===== src/rtl/dcr_pkg.sv =====
// Shared types and constants for the two-register I2C control slave.
// Assumes a fixed 8-bit I2C byte; everything else is parameterised at the top.
package dcr_pkg;
    localparam int BYTE_W = 8;
    localparam int CNT_W  = $clog2(BYTE_W);
    localparam int CH1_W  = 6;  // writable bits 6..1 of register 0
    localparam int CH2_W  = 5;  // writable bits 6..2 of register 1

    typedef enum logic [2:0] {
        S_IDLE,   // bus free or not addressed
        S_ADDR,   // shifting address byte
        S_AACK,   // address acknowledge slot
        S_WR,     // shifting data byte from master
        S_WACK,   // data acknowledge slot
        S_RD,     // driving data byte to master
        S_RACK,   // master acknowledge slot
        S_SKIP    // ignore bus until START/STOP
    } eng_state_t;
endpackage


===== src/rtl/bus_sampler.sv =====
// Synchronises SCL/SDA into the system clock and flags SCL edges, START and STOP.
// Assumes the system clock runs at least 20x the SCL rate; idle line level is 1.
module bus_sampler #(
    parameter int STAGES = 2
) (
    input  logic clk,
    input  logic rst_n,
    input  logic scl_i,
    input  logic sda_i,
    output logic scl_s,
    output logic sda_s,
    output logic scl_rise,
    output logic scl_fall,
    output logic start_det,
    output logic stop_det
);
    logic [STAGES-1:0] scl_pipe;
    logic [STAGES-1:0] sda_pipe;
    logic              scl_d;
    logic              sda_d;

    generate
        for (genvar g = 0; g < STAGES; g++) begin : g_sync
            if (g == 0) begin : g_first
                // first stage captures the raw lines
                always_ff @(posedge clk) begin
                    if (!rst_n) begin
                        scl_pipe[0] <= 1'b1;
                        sda_pipe[0] <= 1'b1;
                    end else begin
                        scl_pipe[0] <= scl_i;
                        sda_pipe[0] <= sda_i;
                    end
                end
            end else begin : g_next
                // later stages retime the previous stage
                always_ff @(posedge clk) begin
                    if (!rst_n) begin
                        scl_pipe[g] <= 1'b1;
                        sda_pipe[g] <= 1'b1;
                    end else begin
                        scl_pipe[g] <= scl_pipe[g-1];
                        sda_pipe[g] <= sda_pipe[g-1];
                    end
                end
            end
        end
    endgenerate

    assign scl_s = scl_pipe[STAGES-1];
    assign sda_s = sda_pipe[STAGES-1];

    // one-cycle history for edge detection
    always_ff @(posedge clk) begin
        if (!rst_n) begin
            scl_d <= 1'b1;
            sda_d <= 1'b1;
        end else begin
            scl_d <= scl_s;
            sda_d <= sda_s;
        end
    end

    assign scl_rise  = scl_s & ~scl_d;
    assign scl_fall  = ~scl_s & scl_d;
    assign start_det = scl_s & scl_d & sda_d & ~sda_s;
    assign stop_det  = scl_s & scl_d & ~sda_d & sda_s;
endmodule


===== src/rtl/i2c_target_engine.sv =====
// Byte-level I2C target: address match, write strobe, read serialiser, ACK slots.
// Assumes edge strobes from bus_sampler; run_n low holds it idle and silent.
module i2c_target_engine
    import dcr_pkg::*;
#(
    parameter logic [5:0] ADDR_HI = 6'b000100
) (
    input  logic              clk,
    input  logic              run_n,
    input  logic              scl_s,
    input  logic              sda_s,
    input  logic              scl_rise,
    input  logic              scl_fall,
    input  logic              start_det,
    input  logic              stop_det,
    input  logic              addr_strap,
    input  logic [BYTE_W-1:0] img0,
    input  logic [BYTE_W-1:0] img1,
    output logic              sda_pull,
    output logic              wr_stb,
    output logic [BYTE_W-2:0] wr_hi
);
    eng_state_t        state;
    logic [CNT_W-1:0]  bitcnt;
    logic [BYTE_W-2:0] shreg;
    logic              rw;
    logic              ptr;
    logic [BYTE_W-1:0] next_img;
    logic              last_bit;

    // image selected by the read pointer
    assign next_img = ptr ? img1 : img0;
    assign last_bit = (bitcnt == CNT_W'(BYTE_W - 1));

    // write commit on the eighth SCL rise of a data byte
    assign wr_stb = (state == S_WR) && scl_rise && last_bit;
    assign wr_hi  = shreg;

    // protocol sequencer
    always_ff @(posedge clk) begin
        if (!run_n) begin
            state    <= S_IDLE;
            bitcnt   <= '0;
            shreg    <= '0;
            rw       <= 1'b0;
            ptr      <= 1'b0;
            sda_pull <= 1'b0;
        end else if (start_det) begin
            state    <= S_ADDR;
            bitcnt   <= '0;
            ptr      <= 1'b0;
            sda_pull <= 1'b0;
        end else if (stop_det) begin
            state    <= S_IDLE;
            sda_pull <= 1'b0;
        end else begin
            unique case (state)
                S_ADDR: if (scl_rise) begin
                    shreg  <= {shreg[BYTE_W-3:0], sda_s};
                    bitcnt <= bitcnt + 1'b1;
                    if (last_bit) begin
                        if (shreg == {ADDR_HI, addr_strap}) begin
                            rw    <= sda_s;
                            state <= S_AACK;
                        end else begin
                            state <= S_SKIP;
                        end
                    end
                end
                S_AACK: if (scl_fall) begin
                    if (!sda_pull) begin
                        sda_pull <= 1'b1;
                    end else if (rw) begin
                        shreg    <= next_img[BYTE_W-2:0];
                        sda_pull <= ~next_img[BYTE_W-1];
                        ptr      <= ~ptr;
                        bitcnt   <= '0;
                        state    <= S_RD;
                    end else begin
                        sda_pull <= 1'b0;
                        bitcnt   <= '0;
                        state    <= S_WR;
                    end
                end
                S_WR: if (scl_rise) begin
                    shreg  <= {shreg[BYTE_W-3:0], sda_s};
                    bitcnt <= bitcnt + 1'b1;
                    if (last_bit) state <= S_WACK;
                end
                S_WACK: if (scl_fall) begin
                    if (!sda_pull) begin
                        sda_pull <= 1'b1;
                    end else begin
                        sda_pull <= 1'b0;
                        state    <= S_WR;
                    end
                end
                S_RD: if (scl_fall) begin
                    if (last_bit) begin
                        sda_pull <= 1'b0;
                        state    <= S_RACK;
                    end else begin
                        sda_pull <= ~shreg[BYTE_W-2];
                        shreg    <= {shreg[BYTE_W-3:0], 1'b0};
                        bitcnt   <= bitcnt + 1'b1;
                    end
                end
                S_RACK: begin
                    if (scl_rise && sda_s) begin
                        state <= S_SKIP;
                    end else if (scl_fall) begin
                        shreg    <= next_img[BYTE_W-2:0];
                        sda_pull <= ~next_img[BYTE_W-1];
                        ptr      <= ~ptr;
                        bitcnt   <= '0;
                        state    <= S_RD;
                    end
                end
                default: ;
            endcase
        end
    end

    logic run_q;
    // remembers whether the previous cycle was out of reset
    always_ff @(posedge clk) run_q <= run_n;

    assert_pull_scl_low_R10: assert property (@(posedge clk) disable iff (!run_n)
        (run_q && !$stable(sda_pull)) |-> !scl_s);
    assert_pull_in_slot_R1: assert property (@(posedge clk) disable iff (!run_n)
        sda_pull |-> (state == S_AACK || state == S_WACK || state == S_RD));
    assert_skip_silent_R2: assert property (@(posedge clk) disable iff (!run_n)
        (state == S_SKIP) |-> !sda_pull);
endmodule


===== src/rtl/chan_reg_bank.sv =====
// Holds the writable bits of both channel registers and builds the read images.
// Assumes ot_flag is synchronous to clk; its rising edge clears and beats writes.
module chan_reg_bank
    import dcr_pkg::*;
(
    input  logic              clk,
    input  logic              rst_n,
    input  logic              run_n,
    input  logic              ot_flag,
    input  logic              ovl1_flag,
    input  logic              ovl2_flag,
    input  logic              wr_stb,
    input  logic [BYTE_W-2:0] wr_hi,
    output logic [CH1_W-1:0]  ch1_bits,
    output logic [CH2_W-1:0]  ch2_bits,
    output logic [BYTE_W-1:0] img0,
    output logic [BYTE_W-1:0] img1
);
    logic ot_q;
    logic ot_rise;

    // history of the over-temperature flag
    always_ff @(posedge clk) begin
        if (!run_n) ot_q <= 1'b0;
        else        ot_q <= ot_flag;
    end
    assign ot_rise = ot_flag & ~ot_q;

    // register storage: power-down, thermal clear, then host write
    always_ff @(posedge clk) begin
        if (!run_n || ot_rise) begin
            ch1_bits <= '0;
            ch2_bits <= '0;
        end else if (wr_stb) begin
            if (wr_hi[BYTE_W-2]) ch2_bits <= wr_hi[CH2_W:1];
            else                 ch1_bits <= wr_hi[CH1_W-1:0];
        end
    end

    assign img0 = {1'b0, ch1_bits, ovl1_flag};
    assign img1 = {1'b1, ch2_bits, ot_flag, ovl2_flag};

    assert_zero_unpowered_R7: assert property (@(posedge clk) disable iff (!rst_n)
        !run_n |=> (ch1_bits == '0 && ch2_bits == '0));
    assert_ot_clear_R8: assert property (@(posedge clk) disable iff (!run_n)
        $rose(ot_flag) |=> (ch1_bits == '0 && ch2_bits == '0));
    assert_write_ch1_R3: assert property (@(posedge clk) disable iff (!run_n)
        (wr_stb && !wr_hi[BYTE_W-2] && !$rose(ot_flag)) |=>
        (ch1_bits == $past(wr_hi[CH1_W-1:0]) && $stable(ch2_bits)));
endmodule


===== src/rtl/dual_chan_i2c_regs.sv =====
// Top: I2C target with two channel registers decoded to control outputs.
// Assumes clk >= 20x SCL; pwr_ok low acts as a synchronous reset of the target.
module dual_chan_i2c_regs #(
    parameter int         SYNC_STAGES = 2,
    parameter logic [5:0] ADDR_HI     = 6'b000100
) (
    input  logic clk,
    input  logic rst_n,
    input  logic scl_i,
    input  logic sda_i,
    input  logic addr_strap,
    input  logic pwr_ok,
    input  logic ot_flag,
    input  logic ovl1_flag,
    input  logic ovl2_flag,
    output logic sda_pull,
    output logic static_clamp,
    output logic ch1_hi_cur,
    output logic ch1_tone,
    output logic ch1_comp,
    output logic ch1_v18,
    output logic ch1_en,
    output logic ch2_hi_cur,
    output logic ch2_tone,
    output logic ch2_comp,
    output logic ch2_v18,
    output logic ch2_en
);
    import dcr_pkg::*;

    logic              run_n;
    logic              scl_s, sda_s, scl_rise, scl_fall, start_det, stop_det;
    logic              wr_stb;
    logic [BYTE_W-2:0] wr_hi;
    logic [BYTE_W-1:0] img0, img1;
    logic [CH1_W-1:0]  ch1_bits;
    logic [CH2_W-1:0]  ch2_bits;

    assign run_n = rst_n & pwr_ok;

    bus_sampler #(.STAGES(SYNC_STAGES)) u_samp (
        .clk(clk), .rst_n(rst_n), .scl_i(scl_i), .sda_i(sda_i),
        .scl_s(scl_s), .sda_s(sda_s), .scl_rise(scl_rise), .scl_fall(scl_fall),
        .start_det(start_det), .stop_det(stop_det)
    );

    i2c_target_engine #(.ADDR_HI(ADDR_HI)) u_eng (
        .clk(clk), .run_n(run_n), .scl_s(scl_s), .sda_s(sda_s),
        .scl_rise(scl_rise), .scl_fall(scl_fall), .start_det(start_det),
        .stop_det(stop_det), .addr_strap(addr_strap), .img0(img0), .img1(img1),
        .sda_pull(sda_pull), .wr_stb(wr_stb), .wr_hi(wr_hi)
    );

    chan_reg_bank u_bank (
        .clk(clk), .rst_n(rst_n), .run_n(run_n), .ot_flag(ot_flag),
        .ovl1_flag(ovl1_flag), .ovl2_flag(ovl2_flag), .wr_stb(wr_stb),
        .wr_hi(wr_hi), .ch1_bits(ch1_bits), .ch2_bits(ch2_bits),
        .img0(img0), .img1(img1)
    );

    assign {static_clamp, ch1_hi_cur, ch1_tone, ch1_comp, ch1_v18, ch1_en} = ch1_bits;
    assign {ch2_hi_cur, ch2_tone, ch2_comp, ch2_v18, ch2_en}               = ch2_bits;

    assert_silent_unpowered_R7: assert property (@(posedge clk) disable iff (!rst_n)
        !pwr_ok |=> !sda_pull);
endmodule


===== config.mk =====
export PLATFORM = sky130hd
export DESIGN_NAME = dual_chan_i2c_regs
export DESIGN_NICKNAME = d
export VERILOG_FILES = /design/src/rtl/dcr_pkg.sv /design/src/rtl/bus_sampler.sv /design/src/rtl/i2c_target_engine.sv /design/src/rtl/chan_reg_bank.sv /design/src/rtl/dual_chan_i2c_regs.sv
export SDC_FILE = /design/constraint.sdc
export NUM_CORES = 1
export LEC_CHECK = 0
export BUFFER_PORTS_ARGS = -buffer_cell sky130_fd_sc_hd__buf_2
export CAP_MARGIN = 20
export CORE_MARGIN = 2
export CORE_UTILIZATION = 60
export CTS_BUF_LIST = sky130_fd_sc_hd__clkbuf_4 sky130_fd_sc_hd__clkbuf_8
export CTS_CLUSTER_SIZE = 25
export DETAILED_ROUTE_END_ITERATION = 6
export PLACE_DENSITY = 0.82
export REMOVE_ABC_BUFFERS = 1
export SETUP_SLACK_MARGIN = 0.05
export SLEW_MARGIN = 5
export SYNTH_ARGS = -nofsm -noshare
export SYNTH_HDL_FRONTEND = slang
export SYNTH_SLANG_ARGS = --single-unit

===== constraint.sdc =====
create_clock -name clk -period 3.5 [get_ports clk]
set_input_delay 0 -clock clk [delete_from_list [all_inputs] [get_ports clk]]
set_output_delay 0 -clock clk [all_outputs]
set_load 0.005 [all_outputs]

==> results of run 1 <==
worst max path at each step:
stage,start,end,slack [ns],cells after the start
after global placement,u_eng.state[2],u_eng.wr_hi[0],1.51,5
final,u_eng.state[2],u_eng.wr_hi[0],1.28,5
after CTS,u_eng.state[2],u_eng.wr_hi[0],1.36,5
after detailed placement,u_eng.state[2],u_eng.wr_hi[0],1.39,5
after floorplan,u_eng.bitcnt[0],u_eng.state[0],1.65,7
after global routing,u_eng.state[2],u_eng.wr_hi[0],1.09,5
Yosys cell counts, types with 2 or more instances:
master     n
nand3_1   10
nand3b_1   4
clkbuf_1   5
nand2b_1  15
mux2i_1   21
and2_1     2
a21o_1     5
o32ai_1    2
and3b_1    2
nor2b_1    4
nor2_1    19
o21ai_0   13
ha_1       3
dfxtp_1   34
a21oi_1   15
nor3_1     6
buf_2      3
nand2_1   12
inv_1      3
worst min-delay path: stages:
cell and delay [ns]:
buf_2 0.08, mux2i_1 0.06, nor2_1 0.09, a2111oi_0 0.07, nor3_1 0.15
cell families after synthesis:
kind of cell,after synthesis,share of synthesized area [%]
AOI/OAI and AO/OA,46,16.70
xor gates and xnor gates,2,0.9995
adders and majority gates,3,2.142
buffers and inverters,11,2.569
DFF,34,38.83
muxes,21,11.99
and+or+nand+nor,85,26.77
layout make-up:
type,count,area share (%)
Sequential cell,34,34.04
Multi-Input combinational cell,157,51.38
Clock inverter,1,0.2503
Inverter,3,0.5632
Tap cell,31,1.940
Clock buffer,7,2.941
Timing Repair Buffer,28,8.886
flip-flops by register name (all words and copies together), names as in the netlist, 3 cells and up:
register and cells:
u_eng.bitcnt 3, u_eng.wr_hi 7, u_bank.ch2_bits 5, u_bank.ch1_bits 6
u_eng.state 3
through the flow:
step / instances / cell area (um2) / util (%)
global route: 261 / 1999 / 72.50
global placement: 246 / 1866 / 67.65
floorplan: 194 / 1719 / -
detailed placement: 246 / 1866 / 67.65
finish: 261 / 1999 / 72.50
CTS: 261 / 1999 / 72.50
routing by layer:
layer	vias to the layer above	track usage (%)
li1	774	-
met1	736	34.27
met2	48	48.05
met3	5	6.250
met4	0	10.30
met5	-	0
power groups by stage:
| stage | combinational, mW | clock, mW | sequential, mW |
|---|---|---|---|
| after global routing | 0.0389 | 0.255 | 0.394 |
| after CTS | 0.0339 | 0.238 | 0.394 |
| after detailed placement | 0.0281 | 0 | 0.403 |
| after global placement | 0.0277 | 0 | 0.402 |
| after floorplan | 0.0173 | 0 | 0.401 |
| final | 0.0354 | 0.236 | 0.394 |
==> flow_metrics.env, run 1 <==
export IMPL_status="completed"
export IMPL_reg2reg_from="u_eng.state[2]"
export IMPL_pwr_share_clk_pct=35.5
export IMPL_coreArea_um2=2758
export IMPL_crit_fanout=16
export IMPL_synth_edf_count=0
export IMPL_grt_max_degree=17
export IMPL_cp_arrival_ns=2.43
export IMPL_final_common_cell="dfxtp_1"
export IMPL_wl_um=4146
export IMPL_cts_setup_buffers=0
export IMPL_fp_dieH_um=58.05
export IMPL_place_ws_ns=1.386
export IMPL_row_count=19
export IMPL_synth_area_leaders="dfxtp_1, mux2i_1, nand2b_1, a21oi_1, nor2_1"
export IMPL_seqPwrFrac_pct=59.2
export IMPL_insertedDiodeCount=0
export IMPL_ys_seq_area_share_pct=38.83
export IMPL_wl_met3_um=225
export IMPL_top_layer="met4"
export IMPL_path_clk_slew_ns=0.10
export IMPL_power_density_nw_per_um2=332.6
export IMPL_cts_made_buffers=5
export IMPL_yosys_register_bits=34
export IMPL_syn_to_final_growth_pct=14.06
export IMPL_required_ns=3.72
export IMPL_synthFlopType="dfxtp_1"
export IMPL_port_buffers=20
export IMPL_slew_viol_final=0
export IMPL_crit_slowest_cell="dfxtp_1"
export IMPL_track_usage_pct=28.00
export IMPL_gr_total_overflow=0
export IMPL_synth_cell_types=43
export IMPL_netlist_instances=202
export IMPL_die_x_um=58.05
export IMPL_crit_family="compound AO/OA/AOI/OAI gates"
export IMPL_hpwl_um=2843
export IMPL_rsz0062_at_grt="false"
export IMPL_yosysTopAreaCell="dfxtp_1"
export IMPL_route_vias_total=1563
export IMPL_antenna_found_initial=0
export IMPL_cts_resized=0
export IMPL_path_cells="nand2b_2 -> o32ai_1 -> a21oi_1 -> a2111oi_0 -> nor3_1"
export IMPL_max_clock_path_buffers=2
export IMPL_regArea_um2=680.7
export IMPL_crit_path_end_kind="flop"
export IMPL_setup_tns_final_ns=0
export IMPL_rr_endpoint="u_eng.wr_hi[0]"
export IMPL_max_freq_mhz=451.3
export IMPL_combPwrFrac_pct=5.3
export IMPL_synth_area_um2=1753
export IMPL_wl_per_cell_um=15.89
export IMPL_grt_pass1_vias=1548
export IMPL_firstDrtPassIters=4
export IMPL_switchingPower_mw=0.1538
export IMPL_m1WireLength_um=1791
export IMPL_irDropWorstVdd_mv=0.3925
export IMPL_clock_skew_ns=0.002731
export IMPL_worst_slack_ns=1.284
export IMPL_whs_path_depth=5
export IMPL_final_cell_mix="dfxtp_1, mux2i_1, buf_2"
export IMPL_min_period_ns=2.216
export IMPL_power_mw=0.6649
export IMPL_cts_hold_buffers=7
export IMPL_fp_dieArea_um2=3370
export IMPL_reg2reg_slack_ns=1.28
export IMPL_holdCritStartpoint="ovl1_flag"
export IMPL_cap_violations=0
export IMPL_hold_violations=0
export IMPL_cts_htree_levels=2
export IMPL_ys_async_sr_fraction_pct=0
export IMPL_grt_pass1_wl_um=7148
export IMPL_place_congestion=0.8472
export IMPL_slew_headroom_pct=58.53
export IMPL_hold_worst_slack_ns=0.1569
export IMPL_layout_drive_gt1_share_pct=15.65
export IMPL_nFillCells=212
export IMPL_io_pins=21
export IMPL_wl_met2_um=2076
export IMPL_worst_pin_slew_ns=0.6220
export IMPL_internal_power_mw=0.5112
export IMPL_synth_top_area_share_pct=38.83
export IMPL_reg2regPathDepth=5
export IMPL_clk_latency_ns=0.34
export IMPL_ys_warn_count=0
export IMPL_min_path_type="in2reg"
export IMPL_crit_buf_inv=0
export IMPL_viasPerCell=5.989
export IMPL_cts_root_buf="clkbuf_4"
export IMPL_setup_violations=0
export IMPL_first_iter_violations=50
export IMPL_crit_type="reg2reg"
export IMPL_drtAntennaViolNets=0
export IMPL_multi_input_area_um2=1027
export IMPL_syn_avg_cell_area_um2=8.678
export IMPL_finalCritPeriodShare_pct=63.32
export IMPL_slowest_delay_ns=0.67
export IMPL_fin_nets=241
export IMPL_critPathLaunchType="flop"
export IMPL_drc_errors=0
export IMPL_cts_sinks=34
export IMPL_start_util_pct=63.57
export IMPL_swShare_pct=23.13
export IMPL_min_to="u_eng.wr_hi[0]"
export IMPL_cts_tree="done"
export IMPL_p_leak_nw=0.8434
Note: power is estimated with default switching activity, not from simulation.
==> run 2, diff against run 1 <==
--- a/config.mk
+++ b/config.mk
@@ -8,11 +8,11 @@
 export BUFFER_PORTS_ARGS = -buffer_cell sky130_fd_sc_hd__buf_2
 export CAP_MARGIN = 20
 export CORE_MARGIN = 2
-export CORE_UTILIZATION = 60
+export CORE_UTILIZATION = 54
 export CTS_BUF_LIST = sky130_fd_sc_hd__clkbuf_4 sky130_fd_sc_hd__clkbuf_8
 export CTS_CLUSTER_SIZE = 25
 export DETAILED_ROUTE_END_ITERATION = 6
-export PLACE_DENSITY = 0.82
+export PLACE_DENSITY = 0.78
 export REMOVE_ABC_BUFFERS = 1
 export SETUP_SLACK_MARGIN = 0.05
 export SLEW_MARGIN = 5
==> constraint.sdc (replaced) <==
create_clock -name clk -period 1.9 [get_ports clk]
set_input_delay 0 -clock clk [delete_from_list [all_inputs] [get_ports clk]]
set_output_delay 0 -clock clk [all_outputs]
set_load 0.005 [all_outputs]
==> flow_metrics.env, run 2 (synthesis gave the netlist of run 1 again) <==
export IMPL_crit_path_end_kind="flop"
export IMPL_rsz0062_at_grt="true"
export IMPL_drtAntennaViolNets=0
export IMPL_crit_type="reg2reg"
export IMPL_io_pins=21
export IMPL_swShare_pct=26.16
export IMPL_status="finished with violations"
export IMPL_power_density_nw_per_um2=566.9
export IMPL_gr_total_overflow=0
export IMPL_track_usage_pct=28.60
export IMPL_max_clock_path_buffers=2
export IMPL_start_util_pct=56.95
export IMPL_min_path_type="in2reg"
export IMPL_hold_worst_slack_ns=0.1227
export IMPL_worst_slack_ns=-0.02011
export IMPL_largest_reg_flops=7
export IMPL_worst_pin_slew_ns=0.4920
export IMPL_wl_um=4546
export IMPL_drc_errors=0
export IMPL_place_congestion=0.8841
export IMPL_fp_dieArea_um2=3718
export IMPL_firstDrtPassIters=4
export IMPL_hold_violations=0
export IMPL_insertedDiodeCount=0
export IMPL_cts_sinks=34
export IMPL_required_ns=2.15
export IMPL_grt_pass1_vias=1697
export IMPL_layout_drive_gt1_share_pct=26.51
export IMPL_slew_headroom_pct=67.12
export IMPL_switchingPower_mw=0.3333
export IMPL_die_x_um=60.98
export IMPL_placedInstanceArea_um2=2029
export IMPL_critPathLaunchType="flop"
export IMPL_path_cells="ha_4 -> ha_4 -> nand2_2 -> and3b_1 -> or3_4 -> or2_4 -> a2111oi_4"
export IMPL_regArea_um2=683.2
export IMPL_pwr_share_clk_pct=36.9
export IMPL_irDropWorstVdd_mv=0.5370
export IMPL_nFillCells=236
export IMPL_setup_tns_final_ns=-0.02011
export IMPL_grt_busiest_layer="met2"
export IMPL_cap_violations=0
export IMPL_crit_family="simple AND/OR/NAND/NOR gates"
export IMPL_multi_input_area_um2=1097
export IMPL_grt_util_met1_pct=36.40
export IMPL_slowest_delay_ns=0.37
export IMPL_fp_dieH_um=60.98
export IMPL_final_cell_mix="dfxtp_1, mux2i_1, buf_2"
export IMPL_path_clk_slew_ns=0.13
export IMPL_cts_root_buf="clkbuf_4"
export IMPL_first_iter_violations=106
export IMPL_route_vias_total=1665
export IMPL_syn_to_final_growth_pct=28.19
export IMPL_clk_latency_ns=0.35
export IMPL_combPwrFrac_pct=6.2
export IMPL_p_leak_nw=0.9299
export IMPL_hpwl_um=2930
export IMPL_coreArea_um2=3078
export IMPL_clock_skew_ns=0.01181
export IMPL_cp_common_cell="ha_4"
export IMPL_seqPwrFrac_pct=56.9
export IMPL_crit_buf_inv=0
export IMPL_final_area_um2=2247
export IMPL_grtUsageMet3_pct=7.463
export IMPL_wl_per_cell_um=15.52
export IMPL_cp_arrival_ns=2.17
export IMPL_fin_nets=260
export IMPL_grt_pass1_wl_um=7734
export IMPL_crit_slowest_cell="dfxtp_2"
export IMPL_port_buffers=20
export IMPL_viasPerCell=5.683
export IMPL_use_met2_pct=44.09
export IMPL_violations="setup timing"
export IMPL_crit_fanout=2
export IMPL_final_common_cell="dfxtp_1"
export IMPL_min_period_ns=1.920
export IMPL_internal_power_mw=0.9406
export IMPL_grt_max_degree=16
export IMPL_slew_viol_final=0
export IMPL_row_count=20
export IMPL_cts_made_buffers=5
export IMPL_setup_violations=1
export IMPL_max_freq_mhz=520.8
export IMPL_cts_tree="done"
export IMPL_cts_htree_levels=2
export IMPL_antenna_found_initial=0
export IMPL_finalCritPeriodShare_pct=101.1
-- run 2: cell types whose count changed in the layout (fill, tap and decap cells not counted), sizes merged --
cell | previous run | this run
buf | 21 | 40
clkinvlp | 0 | 1
inv | 3 | 4
clkinv | 1 | 0
clkbuf | 7 | 6
-- run 2: layer usage --
metal	up-vias	wire length, um	share of wire (%)
li1	811	-	-
met1	774	2006	44
met5	-	0	0
met3	16	251	5.5
met4	0	148	3.3
met2	64	2139	47
-- run 2: what timing repair did --
item	in CTS	in global routing
gates resized for setup	11	4
gates cloned	0	0
pin swaps	4	1
hold buffers	7	0
buffers inserted	1	0
hold endpoints to repair	7	0
endpoints found under the setup margin	11	20
-- run 2: worst paths after layout --
kind	start	endpoint	slack (ns)	cells past startpoint
max	u_eng.bitcnt[1]	u_eng.state[0]	-0.02	7
min	ovl1_flag	u_eng.wr_hi[0]	0.12	5
max reg2reg	u_eng.bitcnt[1]	u_eng.state[0]	-0.02	7
min reg2reg	u_samp.sda_pipe[0]	u_samp.sda_s	0.43	1
-- run 2: worst register-to-register path, delay by kind of cell, from the launching register on --
kind / cells / cell delay, ns
fa+ha+maj: 2 / 0.30
compound gates: 1 / 0.27
flops: 1 / 0.37
simple gates: 4 / 0.90
-- run 2: final cells by class --
type | count | share of cell area [%]
Multi-Input combinational cell | 157 | 48.83
Sequential cell | 34 | 30.40
Timing Repair Buffer | 47 | 14.81
Tap cell | 44 | 2.450
Clock buffer | 6 | 2.283
Clock inverter | 2 | 0.7238
Inverter | 3 | 0.5011
-- run 2: power groups by stage --
stage	logic, mW	clock network [mW]	registers [mW]
global placement	0.0611	0	0.740
global route	0.0858	0.495	0.726
detailed placement	0.0622	0	0.740
floorplan	0.0319	0	0.739
CTS	0.0751	0.471	0.724
finish	0.0794	0.470	0.725
-- run 2: metrics by stage --
stage	util, %	setup WS (ns)	std cells	total power [mW]
2_1_floorplan	-	0.05004	194	0.7714
3_3_place_gp	65.94	0.02325	277	0.8009
3_5_place_dp	65.94	-0.03214	277	0.8024
4_1_cts	72.60	-0.01994	293	1.270
5_1_grt	73.01	-0.1380	293	1.307
6_report	73.01	-0.02011	293	1.274
